--- src/rtl/prog_ratio_pkg.sv ---
package prog_ratio_pkg;

    localparam int PROG_W  = 8;
    localparam int RATIO_W = 8;
    localparam int UNITS_W = 4;
    localparam int TENS_W  = 2;
    localparam int TENS_LO = UNITS_W;

    typedef enum logic {
        MODE_BINARY  = 1'b0,
        MODE_DECIMAL = 1'b1
    } prog_mode_e;

    typedef struct packed {
        logic [RATIO_W-1:0] ratio;
        logic               legal;
    } ratio_cfg_t;

    function automatic logic [RATIO_W-1:0] decimal_ratio(
        input logic [UNITS_W-1:0] units,
        input logic [TENS_W-1:0]  tens,
        input int unsigned        offset
    );
        int unsigned sum;
        sum = offset + 10 * int'(tens) + int'(units);
        return RATIO_W'(sum);
    endfunction

    function automatic logic [RATIO_W-1:0] half_of(input logic [RATIO_W-1:0] n);
        return n >> 1;
    endfunction

endpackage

--- src/rtl/prog_decoder.sv ---
module prog_decoder
    import prog_ratio_pkg::*;
#(
    parameter int MIN_RATIO  = 3,
    parameter int BCD_OFFSET = 90
) (
    input  prog_mode_e        mode,
    input  logic [PROG_W-1:0] prog,
    output ratio_cfg_t        cfg
);

    localparam logic [UNITS_W-1:0] MAX_DIGIT = UNITS_W'(9);
    localparam logic [RATIO_W-1:0] MIN_N     = RATIO_W'(MIN_RATIO);

    logic [UNITS_W-1:0] units;
    logic [TENS_W-1:0]  tens;
    ratio_cfg_t         bin_cfg;
    ratio_cfg_t         dec_cfg;

    assign units = prog[UNITS_W-1:0];
    assign tens  = prog[TENS_LO +: TENS_W];

    always_comb begin
        bin_cfg.ratio = prog[RATIO_W-1:0];
        bin_cfg.legal = (prog[RATIO_W-1:0] >= MIN_N);
    end

    always_comb begin
        dec_cfg.ratio = decimal_ratio(units, tens, BCD_OFFSET);
        dec_cfg.legal = (units <= MAX_DIGIT);
    end

    always_comb begin
        unique case (mode)
            MODE_DECIMAL: cfg = dec_cfg;
            default:      cfg = bin_cfg;
        endcase
    end

endmodule

--- src/rtl/ratio_hold.sv ---
module ratio_hold
    import prog_ratio_pkg::*;
#(
    parameter int RESET_RATIO = 255
) (
    input  logic               clk,
    input  logic               rst,
    input  ratio_cfg_t         cfg_in,
    output ratio_cfg_t         cfg_q,
    output logic [RATIO_W-1:0] held_ratio
);

    localparam logic [RATIO_W-1:0] RST_N = RATIO_W'(RESET_RATIO);

    logic [RATIO_W-1:0] held_q;

    always_ff @(posedge clk) begin
        if (rst) begin
            cfg_q.ratio <= RST_N;
            cfg_q.legal <= 1'b1;
        end else begin
            cfg_q <= cfg_in;
        end
    end

    always_ff @(posedge clk) begin
        if (rst) begin
            held_q <= RST_N;
        end else if (cfg_q.legal) begin
            held_q <= cfg_q.ratio;
        end
    end

    assign held_ratio = held_q;

endmodule

--- src/rtl/div_counter.sv ---
module div_counter
    import prog_ratio_pkg::*;
(
    input  logic               clk,
    input  logic               rst,
    input  logic [RATIO_W-1:0] load_ratio,
    output logic               tick_o,
    output logic               div_o
);

    logic [RATIO_W-1:0] cnt_q;
    logic [RATIO_W-1:0] half_q;
    logic               tick_q;
    logic               at_terminal;

    assign at_terminal = (cnt_q == '0);

    always_ff @(posedge clk) begin
        if (rst) begin
            cnt_q  <= '0;
            half_q <= '1;
            tick_q <= 1'b0;
        end else if (at_terminal) begin
            cnt_q  <= load_ratio - RATIO_W'(1);
            half_q <= half_of(load_ratio);
            tick_q <= 1'b1;
        end else begin
            cnt_q  <= cnt_q - RATIO_W'(1);
            tick_q <= 1'b0;
        end
    end

    assign tick_o = tick_q;
    assign div_o  = (cnt_q >= half_q);

endmodule

--- src/rtl/prog_ratio_divider.sv ---
module prog_ratio_divider
    import prog_ratio_pkg::*;
#(
    parameter int MIN_RATIO   = 3,
    parameter int BCD_OFFSET  = 90,
    parameter int RESET_RATIO = 255
) (
    input  logic              clk,
    input  logic              rst,
    input  logic              bcd_mode_i,
    input  logic [PROG_W-1:0] prog_i,
    output logic              tick_o,
    output logic              div_o,
    output logic              inhibit_o
);

    prog_mode_e         mode;
    ratio_cfg_t         cfg_now;
    ratio_cfg_t         cfg_reg;
    logic [RATIO_W-1:0] held_ratio;

    assign mode = prog_mode_e'(bcd_mode_i);

    prog_decoder #(
        .MIN_RATIO (MIN_RATIO),
        .BCD_OFFSET(BCD_OFFSET)
    ) u_dec (
        .mode(mode),
        .prog(prog_i),
        .cfg (cfg_now)
    );

    ratio_hold #(
        .RESET_RATIO(RESET_RATIO)
    ) u_hold (
        .clk       (clk),
        .rst       (rst),
        .cfg_in    (cfg_now),
        .cfg_q     (cfg_reg),
        .held_ratio(held_ratio)
    );

    div_counter u_cnt (
        .clk       (clk),
        .rst       (rst),
        .load_ratio(held_ratio),
        .tick_o    (tick_o),
        .div_o     (div_o)
    );

    assign inhibit_o = ~cfg_reg.legal;

endmodule

--- config.mk ---
export PLATFORM = sky130hd
export DESIGN_NAME = prog_ratio_divider
export DESIGN_NICKNAME = d
export VERILOG_FILES = /design/src/rtl/prog_ratio_pkg.sv /design/src/rtl/prog_decoder.sv /design/src/rtl/ratio_hold.sv /design/src/rtl/div_counter.sv /design/src/rtl/prog_ratio_divider.sv
export SDC_FILE = /design/constraint.sdc
export NUM_CORES = 1
export LEC_CHECK = 0
export ABC_AREA = 1
export BUFFER_PORTS_ARGS = -buffer_cell sky130_fd_sc_hd__buf_4
export CORE_MARGIN = 2
export CORE_UTILIZATION = 40
export DETAILED_ROUTE_END_ITERATION = 10
export PLACE_DENSITY_LB_ADDON = 0.3
export SYNTH_ARGS = -nofsm -noshare
export SYNTH_HDL_FRONTEND = slang
export SYNTH_SLANG_ARGS = --single-unit
--- constraint.sdc ---
create_clock -name clk -period 1.8 [get_ports clk]
set_input_delay 0.18 -clock clk [delete_from_list [all_inputs] [get_ports clk]]
set_output_delay 0.18 -clock clk [all_outputs]
set_load 0.02 [all_outputs]
==> results by group, run 1 <==
Critical path
  – CP endpoint kind: output port
  – Crit Path Max Fanout: 2
  – Critical Path RT: 1.62 ns
  – Worst setup path class: reg2out
  – Crit start category: register
  – CP arrival: 1.52 ns

Logic synthesis
  – Syn nets: 247
  – Synth warn: 0
  – Cell taking the most area after synthesis: dfxtp_1
  – Syn Inst Count: 219
  – Ys flop type: dfxtp_1
  – Commonest cells in the netlist: nand2_1, inv_1, dfxtp_1
  – Top cell type's share of synthesized area: 40.9%
  – Mapped Avg Cell Area: 7.59 um2
  – FFs w/ async S/R, synth: 0%
  – Number of library cell types mapped by synthesis: 25
  – Sequential element share of the synthesized area: 40.9%
  – Synth area leaders: dfxtp_1, ha_1, nand2_1
  – Synthesized area: 1660 um2
  – Post-synthesis register bit count: 34
  – Number of synthesized flops with an enable pin: 0
  – Most frequent cell after synthesis: nand2_1

GRT
  – Total grt overflow: 0
  – Tot GR Track Use: 16.2%
  – Global-route wire length before repair: 5.45 mm
  – Initial antenna violation count: 0
  – Vias in the first global route: 1272
  – Largest net degree at the start of global routing: 14

Placed design
  – Dpl hpwl: 2.47 mm
  – # port buffers: 13
  – # placed instances: 282
  – Gpl congestion: 0.847

Final layout
  – Antenna fix cells: 0
  – Ratio of cells with drive above 1 in the final layout: 13.8%
  – Area growth, synth to finish: 17.0%
  – Post-Layout Cell Count: 290
  – Final net count: 269

Drt
  – Via density: 4.79
  – Wire length per cell: 11.1 um
  – Post-route ant nets: 0
  – Iteration-0 DRC Markers: 33
  – TritonRoute pass-1 iters: 4
  – Drt total wl: 3.22 mm
  – Post-route DRC: 0
  – Total number of vias: 1388

STA
  – Max Clk Rate: 0.589 GHz
  – Final Hold Viols: 0
  – Worst hold margin: 0.0988 ns
  – Setup Viol. Count Final: 0
  – Max Transition Viols Final: 0
  – Rel. slew slack: 71.8%
  – RSZ-0062 raised after global routing: yes
  – Crit path time final: 1.70 ns
  – Period utilization: 94.3%
  – Final Skew: 0.00429 ns
  – Worst-Margin Slew: 0.423 ns

Hold path
  – HP Class: in2reg

Power and ir drop
  – Total power: 2720 uW
  – Pwr dens: 1400 nW/um2
  – Lkg Pwr: 0.00101 uW
  – VDD IR max: 0.604 mV

Die
  – Cell row count: 23
  – DIE WIDTH: 68.5 um
  – Die Y: 68.5 um
  – Starting density of the core: 41.6%
  – I/O pin cnt: 14
  – Core Area: 4000 um2
  – DIE AREA: 4690 um2

CTS
  – CTS tree: built
  – Clock Latency Late Sink: 0.28 ns
  – CTS Buf Count: 5
  – # hold bufs at CTS: 0
  – CTS sink cnt: 34
  – Max clock buf depth: 2
  – H-tree lvl count: 2
  – Clock root buffer: clkbuf_8
  – Worst-path clk slew: 0.06 ns

Flow run
  – Max Cap Violations: 0

Run status
  – Status: completed
[worst paths after layout]
| kind | cells past startpoint | endpoint | from | slack (ns) |
|---|---|---|---|---|
| setup / recovery | 7 | div_o | u_cnt.half_q[5] | 0.10 |
| hold / removal | 2 | u_hold.cfg_q[1] | prog_i[0] | 0.1 |
| setup reg to reg | 11 | u_cnt.cnt_q[4] | u_cnt.cnt_q[0] | 0.13 |
| hold reg to reg | 2 | u_hold.held_ratio[1] | u_hold.cfg_q[2] | 0.44 |
[report_power, final]
part	switching, uW	total (uW)	internal [uW]	leakage [uW]
clock	243	537	294	0.0000431
combinational	694	1160	470	0.000686
sequential	89.7	1020	927	0.000282
[logic make-up (layout without fill, tap and decap cells)]
logic type | count (synthesis) | count (layout) | synth area share (%)
AOI/OAI and AO/OA | 41 | 41 | 14.7
xor gates and xnor gates | 1 | 1 | 0.527
adders and majority gates | 17 | 17 | 13.2
buffers and inverters | 42 | 63 | 9.56
DFF | 34 | 34 | 40.9
and+or+nand+nor | 84 | 84 | 21.1
[metal layers]
| layer | wire (um) | vias to the layer above | global-route usage, % |
|---|---|---|---|
| met2 | 1470 | 22 | 26.6 |
| met4 | 61 | 0 | 6.75 |
| li1 | - | 747 | - |
| met3 | 133 | 5 | 5.92 |
| met5 | 0 | - | 0 |
| met1 | 1560 | 614 | 18.8 |
[cells in the final DEF, fill, tap and decap left out, types with 2 or more instances in the layout]
cell type,netlist,routed
a21oi_1,17,17
buf_4,0,20
clkbuf_8,0,6
clkinv_1,2,2
dfxtp_1,34,34
ha_1,16,16
inv_1,35,35
nand2_1,49,48
nand3_1,14,14
nand4_1,2,2
nor2_1,16,14
nor2_2,1,3
o211ai_1,6,6
o21ai_0,11,11
[flip-flops by register name, indices dropped and copies added (netlist names)]
register	count
u_cnt.cnt_q	8
u_hold.held_ratio	8
u_cnt.tick_o	1
u_hold.cfg_q	9
u_cnt.half_q	8
[cell type report]
type	count	area (um2)
repair buffers	20	150
fillers	413	2050
inverters	37	139
flip-flops and latches	34	681
multi-input cells	143	831
well taps	50	62.6
clock buffers	6	82.6
[per-stage QoR]
stage                     setup TNS, ns  setup slack [ns]  instance area [um2]  utilization, %
after CTS                             0            0.0176                 1920            48.1
final                                 0             0.103                 1950            48.6
after global routing           -0.00647          -0.00647                 1950            48.6
after global placement                0             0.157                 1840            46.0
after floorplan                       0             0.270                 1660               -
after detailed placement              0             0.121                 1840            46.0
[critical path: stages (launching register included)]
cell and delay, ns:
dfxtp_1 0.33, inv_1 0.05, ha_1 0.29, nand2_1 0.06
nor2_2 0.13, nand4_1 0.11, o2111ai_1 0.11, buf_4 0.17
[what timing repair did]
| action | 4_1_cts | 5_1_grt |
|---|---|---|
| setup buffers | 0 | 2 |
| resized for setup | 0 | 3 |
| endpoints found under the setup margin | 0 | 2 |
Note: power is estimated with default switching activity, not from simulation.
==> run 2: changes to the inputs <==
--- a/config.mk
+++ b/config.mk
@@ -10,6 +10,7 @@
 export CORE_MARGIN = 2
 export CORE_UTILIZATION = 40
 export DETAILED_ROUTE_END_ITERATION = 10
+export MAX_ROUTING_LAYER = met4
 export PLACE_DENSITY_LB_ADDON = 0.3
 export SYNTH_ARGS = -nofsm -noshare
 export SYNTH_HDL_FRONTEND = slang
==> run 2 against run 1 <==
Cell count is the same. Power is essentially flat. Maximum frequency is essentially flat. Critical path depth is the same. Highest routed layer unchanged. Design area is the same. Non-clock buffer count is the same.
==> results by group, run 2 (synthesized netlist as in run 1, its figures left out) <==
STA
  – Crit path time final: 1.70 ns (+0.000202 ns)
  – Setup Viol. Count Final: 0 (unchanged)
  – Final Skew: 0.00416 ns (-0.000124 ns)
  – Final Hold Viols: 0 (unchanged)
  – Rel. slew slack: 71.0% (-0.79 points)
  – Worst hold margin: 0.0977 ns (-0.00108 ns)
  – RSZ-0062 raised after global routing: yes
  – Max Clk Rate: 0.589 GHz (about the same)
  – Max Transition Viols Final: 0 (unchanged)
  – Worst-Margin Slew: 0.434 ns (+0.0119 ns)
  – Period utilization: 94.3% (about the same)

CTS
  – H-tree lvl count: 2 (unchanged)
  – Max clock buf depth: 2 (unchanged)
  – Clock Latency Late Sink: 0.28 ns (about the same)
  – Worst-path clk slew: 0.06 ns (about the same)
  – CTS sink cnt: 34 (unchanged)
  – Clock root buffer: clkbuf_8
  – CTS Buf Count: 5 (unchanged)
  – CTS tree: built

GRT
  – Top Usage Layer GRT: met2
  – Largest net degree at the start of global routing: 14 (unchanged)
  – Met3 Usage GRT: 5.92% (unchanged)
  – Grt met2 use: 26.6% (unchanged)
  – Vias in the first global route: 1270 (-0.16%)
  – Tot GR Track Use: 16.6% (+0.49 points)
  – GR Layer Usage met1: 18.9% (+0.10 points)
  – Total grt overflow: 0 (unchanged)
  – Global-route wire length before repair: 5.46 mm (+0.11%)
  – Initial antenna violation count: 0 (unchanged)

Die
  – DIE AREA: 4690 um2 (unchanged)
  – Cell row count: 23 (unchanged)
  – Die Y: 68.5 um (unchanged)
  – Starting density of the core: 41.6% (unchanged)
  – I/O pin cnt: 14 (unchanged)
  – Core Area: 4000 um2 (unchanged)
  – DIE WIDTH: 68.5 um (unchanged)

Run status
  – Status: completed

Final layout
  – Fillers: 413 (unchanged)
  – Antenna fix cells: 0 (unchanged)
  – Most common cell after layout, fill and taps aside: nand2_1
  – Final net count: 269 (unchanged)
  – Commonest non-fill, non-tap cells in the layout: nand2_1, inv_1, dfxtp_1
  – Biggest register: u_hold.cfg_q
  – Area growth, synth to finish: 17.0% (unchanged)
  – Ratio of cells with drive above 1 in the final layout: 13.8% (unchanged)
  – Largest register FFs: 9 (unchanged)

Critical path
  – Worst setup path class: reg2out
  – Crit Path Max Fanout: 2 (unchanged)
  – CP endpoint kind: output port
  – CP max stage delay: 0.33 ns (about the same)
  – Crit-path cells: inv_1 > ha_1 > nand2_1 > nor2_2 > nand4_1 > o2111ai_1 > buf_4
  – Crit start category: register
  – Slowest CP cell: dfxtp_1
  – Critical Path RT: 1.62 ns (about the same)
  – CP arrival: 1.52 ns (about the same)

Drt
  – Post-route ant nets: 0 (unchanged)
  – TritonRoute pass-1 iters: 4 (unchanged)
  – Total number of vias: 1398 (+0.72%)
  – Via density: 4.82 (+0.72%)
  – Drt total wl: 3.22 mm (-0.16%)
  – Iteration-0 DRC Markers: 42 (+27%)
  – Post-route DRC: 0 (unchanged)
  – Wire length per cell: 11.1 um (-0.16%)

Hold path
  – HP Class: in2reg

Placed design
  – Dpl hpwl: 2.47 mm (unchanged)
  – # port buffers: 13 (unchanged)
  – Gpl congestion: 0.860 (+1.6%)

Power and ir drop
  – Pwr dens: 1400 nW/um2 (about the same)
  – Lkg Pwr: 0.00101 uW (unchanged)
  – VDD IR max: 0.605 mV (+0.12%)
  – Total power: 2720 uW (about the same)

Flow run
  – Max Cap Violations: 0 (unchanged)
## run 2: cell counts in the layout (fill, tap and decap cells not counted)
Identical to the previous run, type by type.
## run 2: area by class of cell
| type | instances | area, um2 | share of cell area (%) |
|---|---|---|---|
| repair buffers | 20 | 150 | 7.72 |
| inverters | 37 | 139 | 7.14 |
| flip-flops and latches | 34 | 681 | 35.0 |
| well taps | 50 | 62.6 | 3.22 |
| clock buffers | 6 | 82.6 | 4.24 |
| multi-input cells | 143 | 831 | 42.7 |
## run 2: report_power, final
group	leakage [uW]	switching, uW	internal, uW
combinational	0.000686	694	470
sequential	0.000282	89.8	927
clock	0.0000431	243	294
total	0.00101	1030	1690
## run 2: timing repair
action,CTS,global route
endpoints found under the hold margin,0,0
hold buffers,0,0
setup endpoints to repair,0,2
setup buffers,0,2
resized for setup,0,3
## run 2: layer usage
| metal | share of wire (%) | vias up |
|---|---|---|
| li1 | - | 748 |
| met1 | 47 | 622 |
| met2 | 46 | 23 |
| met3 | 4.8 | 5 |
| met4 | 1.8 | 0 |
| met5 | 0 | - |
## run 2: final timing paths
| path | startpoint | end | slack (ns) | cells after the start |
|---|---|---|---|---|
| setup / recovery | u_cnt.half_q[5] | div_o | 0.10 | 7 |
| hold / removal | prog_i[0] | u_hold.cfg_q[1] | 0.1 | 2 |
| setup reg to reg | u_cnt.cnt_q[0] | u_cnt.cnt_q[4] | 0.13 | 11 |
| hold reg to reg | u_hold.cfg_q[2] | u_hold.held_ratio[1] | 0.44 | 2 |
## run 2: per-stage QoR
step | cell area, um2 | setup WS [ns] | utilization, % | TNS [ns] | cells
floorplan | 1660 | 0.270 | - | 0 | 219
global placement | 1840 | 0.157 | 46.0 | 0 | 282
detailed placement | 1840 | 0.121 | 46.0 | 0 | 282
CTS | 1920 | 0.0176 | 48.1 | 0 | 288
global route | 1950 | -0.00646 | 48.6 | -0.00646 | 290
finish | 1950 | 0.103 | 48.6 | 0 | 290
## run 2: worst max-delay path, delay by kind of cell (launching register included)
kind | cells | cell delay, ns
adders and majority gates | 1 | 0.29
AOI/OAI and AO/OA | 1 | 0.11
and+or+nand+nor | 3 | 0.30
buffers and inverters | 2 | 0.22
DFF | 1 | 0.33
